$ cat src/rtl/dmem_bank_mapper.sv
module dmem_bank_mapper #(
  parameter int AW       = 7,
  parameter int DW       = 8,
  parameter int SFR_CNT  = 12,
  parameter int GPR_CNT  = 68,
  parameter int IND_ADDR = 0
) (
  input  logic                         clk,
  input  logic                         rst_n,
  input  logic [AW-1:0]                dir_addr,
  input  logic                         bank_sel,
  input  logic [DW-1:0]                ind_ptr,
  input  logic                         wr_en,
  input  logic [DW-1:0]                wr_data,
  input  logic [DW-1:0]                sfr_rdata,
  output logic [DW-1:0]                rd_data,
  output logic [$clog2(GPR_CNT)-1:0]   phys_addr,
  output logic                         gpr_hit,
  output logic [SFR_CNT-1:0]           sfr_sel,
  output logic                         mirror
);
  localparam int PW = $clog2(GPR_CNT);
  localparam logic [AW-1:0] IND_A  = AW'(IND_ADDR);
  localparam logic [AW-1:0] GPR_LO = AW'(SFR_CNT);
  localparam logic [AW-1:0] GPR_HI = AW'(SFR_CNT + GPR_CNT - 1);

  logic [DW-1:0] mem [GPR_CNT];
  logic [AW-1:0] eff, offs;
  logic          null_acc, sfr_hit;

  wire unused_ok = &{1'b0, ind_ptr[DW-1:AW]};

  assign eff      = (dir_addr == IND_A) ? ind_ptr[AW-1:0] : dir_addr;
  assign null_acc = (eff == IND_A);
  assign sfr_hit  = !null_acc && (eff < GPR_LO);
  assign gpr_hit  = !null_acc && (eff >= GPR_LO) && (eff <= GPR_HI);
  assign offs     = eff - GPR_LO;
  assign phys_addr = gpr_hit ? offs[PW-1:0] : '0;
  assign mirror   = gpr_hit && bank_sel;

  for (genvar i = 0; i < SFR_CNT; i++) begin : g_sel
    assign sfr_sel[i] = sfr_hit && (eff == AW'(i));
  end

  always_ff @(posedge clk)
    if (rst_n && wr_en && gpr_hit)
      mem[phys_addr] <= wr_data;

  assign rd_data = gpr_hit ? mem[phys_addr] :
                   sfr_hit ? sfr_rdata      : '0;
endmodule


$ cat config.mk
export PLATFORM = sky130hd
export DESIGN_NAME = dmem_bank_mapper
export DESIGN_NICKNAME = d
export VERILOG_FILES = /design/src/rtl/dmem_bank_mapper.sv
export SDC_FILE = /design/constraint.sdc
export NUM_CORES = 1
export LEC_CHECK = 0
export BUFFER_PORTS_ARGS = -buffer_cell sky130_fd_sc_hd__buf_2
export CORE_MARGIN = 5
export CORE_UTILIZATION = 60
export CTS_BUF_LIST = sky130_fd_sc_hd__clkbuf_8 sky130_fd_sc_hd__clkbuf_16
export CTS_CLUSTER_DIAMETER = 50
export DETAILED_ROUTE_END_ITERATION = 6
export PLACE_DENSITY = 0.77
export SYNTH_ARGS = -nofsm -noshare
export SYNTH_HDL_FRONTEND = slang
export SYNTH_SLANG_ARGS = --single-unit
export TNS_END_PERCENT = 20
$ cat constraint.sdc
create_clock -name clk -period 12.7 [get_ports clk]
set_input_delay 1.27 -clock clk [delete_from_list [all_inputs] [get_ports clk]]
set_output_delay 1.27 -clock clk [all_outputs]
set_load 0.03 [all_outputs]
==> out/qor.log <==
[worst_setup_path] Worst Path Max Fanout 31
[pwr] power density over the cells 152.0 nW/um^2
[cells_and_area] summed area of non-filler cells in the final layout 24350 um^2
[global_route] vias in the first global route 13625
[global_route] wire length of the first global-routing pass 89.01 mm
[sta] Final Hold Fails 0
[global_route] routing usage on met3 7.365%
[cells_and_area] post-route core utilization 66.98%
[floorplan] starting utilization of the core area 60.41%
[global_route] global-route total usage across every layer 29.42%
[synthesis] post-synthesis cell count 1434
[global_route] grt peak-use layer met2
[synthesis] number of nets in the synthesized netlist 1473
[synthesis] EDFF count, synth 544
[synthesis] distinct cell type count after synthesis 71
[worst_setup_path] type of element launching the critical path primary input
[floorplan] top-level I/O count 64
[global_route] met2 capacity usage during global routing 45.10%
[placement] worst slack at placement 5.215 ns
[worst_setup_path] largest stage delay on the critical path 0.67 ns
[drt] Routed Antenna Nets 0
[clock_tree] cell at the root of the clock tree clkbuf_16
[sta] unrepaired setup endpoints after global routing no
[placement] post-detailed-placement half-perimeter wirelength 35.62 mm
[drt] drt wl/cell 30.29 um
[drt] total number of vias 14137
[sta] setup TNS after final layout 0 ns
[clock_tree] maximum clock path buffer count 3
[synthesis] Mean Syn Cell Area 15.31 um^2
[sta] Max Freq 0.1302 GHz
[clock_tree] clock slew at reported path FFs 0.06 ns
[sta] final period utilization 60.47%
[min_path] critical hold path startpoint wr_data[1]
[pwr] switching power 0.8549 mW
[drt] total iterations of the first detailed-routing run 7
[clock_tree] clock tree from TritonCTS yes
[synthesis] total of flip-flops plus latches after synthesis 544
[cells_and_area] number of standard cells in the final layout excluding fillers 2003
[min_path] worst-case hold path end point mem[29][1]
[cells_and_area] leading cell types in the layout, fill and taps excluded edfxtp_1 (544), nand2_1 (168), nor2_1 (97)
[pwr] switching power share of the total 23.11%
[synthesis] dominant synthesized flop cell edfxtp_1
[worst_setup_path] CP max stage cell nor3_2
[drt] overall routed net length 60.68 mm
[global_route] met1 Usage GRT 40.64%
[pwr] largest voltage drop on the vdd net 128.8 uV
[clock_tree] H-Tree Level Count 2
[sta] hold slack 1.401 ns
[global_route] sum of overflow across all layers after global routing 0
[cells_and_area] antenna diode count 0
[pwr] part of the power in the clock network 38.3%
[pwr] Int Power 2.845 mW
[cells_and_area] most common cell after layout, fill and taps aside edfxtp_1
[sta] Relative slew margins 12.83%
[pwr] power share of the sequential group 53.6%
[floorplan] number of placement rows 70
[floorplan] die footprint 40520 um^2
[floorplan] die extent in y 201.3 um
[worst_setup_path] required time of the worst setup path 11.43 ns
[floorplan] area of the core region 36350 um^2
[sta] final critical-path setup slack 5.020 ns
[pwr] overall power 3.700 mW
[synthesis] share of synthesized area occupied by flip-flops and latches 74.40%
[synthesis] warning count from the yosys run 0
[clock_tree] number of clock buffers inserted by TritonCTS 52
[clock_tree] number of buffers added for setup after CTS 0
[sta] total of endpoints with negative setup slack in the final report 0
[placement] Placement Cell Area 22780 um^2
[synthesis] fraction of registers with async set/reset 0%
[sta] Worst Tran Pin Value 1.303 ns
[pwr] static power due to leakage 7.893 nW
[clock_tree] number of gates resized after cts 0
[drt] residual DRC count 1
[cells_and_area] Post-layout nets 1534
[clock_tree] CTS Sinks 544
[placement] GPL Wtd Cong 0.9299
[min_path] worst hold path depth 2
[worst_setup_path] count of buffering cells on the critical path with inverters included 7
[global_route] initial antenna violation count 0
[cells_and_area] filler cell count 2402
[worst_setup_path] Arrival @ worst endpoint 6.41 ns
[placement] count of port buffers added during placement 61
[outcome] violated checks DRC
[worst_setup_path] WS Path Type primary input to primary output
[worst_setup_path] cell-by-cell trace of the critical path buf_2 -> nor3_2 -> a21oi_4 -> buf_4 -> inv_2 -> ha_1 -> nor3_1 -> a21oi_2 -> nand2_1 -> buf_4 -> inv_1 -> buf_4 -> a32oi_1 -> a31oi_1 -> o41ai_1 -> a32oi_1 -> buf_2
[outcome] run status finished, violations left
[worst_setup_path] cell mode on critical path buf_4
[sta] fin crit period 7.680 ns
[worst_setup_path] CP top delay family buffers and inverters
[cells_and_area] Syn-to-layout area delta 10.88%
[cells_and_area] number of flip-flops under the largest register name 544
[placement] dpl cells 1909
[drt] Starting DRT DRC Count 2529
[floorplan] width of the chip 201.3 um
[job] max_cap viols 0
[drt] detailed-route vias per instance 7.058
[cells_and_area] Most flops, register mem
[synthesis] mapped cell area 21960 um^2
[cells_and_area] fraction of layout cells with a size suffix above 1 14.92%
[pwr] part of the power in combinational logic 8.2%
[sta] max-slew violations 0
[min_path] type of the worst min-delay path primary input to register
[clock_tree] Post-CTS Hold Fix Bufs 0
[worst_setup_path] kind of capture point of the worst setup path primary output
[global_route] maximum number of pins on one net before global-route repair 107
[cells_and_area] largest registers ranked by flip-flop count mem x544
## cell type report
cell class / count / area [um^2] / area share, %
sequential: 544 / 16340 / 67.10
clock buffer: 54 / 1351 / 5.550
timing repair buffer: 98 / 595.6 / 2.446
clock inverter: 40 / 214.0 / 0.8788
tap: 468 / 585.6 / 2.405
inverter: 6 / 22.52 / 0.09251
multi-input combinational: 793 / 5241 / 21.53
## cells by family after synthesis
| logic type | count (synthesis) | synth area share, % |
|---|---|---|
| compound gates | 365 | 12.07 |
| xor+xnor | 3 | 0.1197 |
| fa+ha+maj | 4 | 0.2280 |
| buf+inv | 97 | 2.114 |
| flops | 544 | 74.40 |
| mux | 76 | 4.046 |
| other cells | 1 | 0.01708 |
| simple gates | 344 | 7.004 |
## worst max-delay path by stage
stage | from | to | slack [ns] | cells after the start
after floorplan | dir_addr[0] | rd_data[3] | 6.34 | 18
after global placement | dir_addr[6] | rd_data[0] | 5.26 | 17
after detailed placement | dir_addr[6] | rd_data[0] | 5.21 | 17
after CTS | dir_addr[6] | rd_data[0] | 5.21 | 17
after global routing | dir_addr[6] | rd_data[0] | 4.85 | 17
final | dir_addr[6] | rd_data[0] | 5.02 | 17
## layer usage
metal,vias up,part of all wire [%],routed length (um)
met5,-,0,0
met4,0,5.7,3439
met3,235,14,8521
met2,1191,45,27440
met1,6851,35,21280
li1,5860,-,-
## power by group through the flow
stage	Sequential (mW)	Combinational [mW]	Clock (mW)
6_report	1.98	0.302	1.42
5_1_grt	1.98	0.310	1.50
4_1_cts	1.98	0.291	1.42
3_5_place_dp	2.02	0.289	0
3_3_place_gp	2.02	0.284	0
2_1_floorplan	2.02	0.164	0
## cell usage after synthesis, types with 5 or more instances
cell,n,area [um^2]
or3_1,6,37.54
clkbuf_1,36,135.1
a21oi_1,73,365.4
nand2_1,168,630.6
a222oi_1,16,160.2
a22oi_1,47,352.8
a221oi_1,37,324.1
mux2i_1,46,460.4
nand3_1,17,85.08
mux2_2,22,247.7
o31ai_1,6,45.04
o21ai_0,39,195.2
buf_4,6,45.04
a32oi_1,8,70.07
buf_1,7,26.28
nor3_1,15,75.07
a221o_1,13,130.1
nor2_1,99,371.6
o22ai_1,19,118.9
a22o_1,14,122.6
inv_1,6,22.52
a31oi_1,18,112.6
o221ai_1,7,61.31
a211oi_1,14,105.1
o32a_1,5,50.05
o211ai_1,7,52.55
nor4_1,5,31.28
a21o_1,5,37.54
o2bb2ai_1,8,70.07
buf_2,38,190.2
mux4_2,8,180.2
edfxtp_1,544,16340
(Power assumes the default switching activity.)
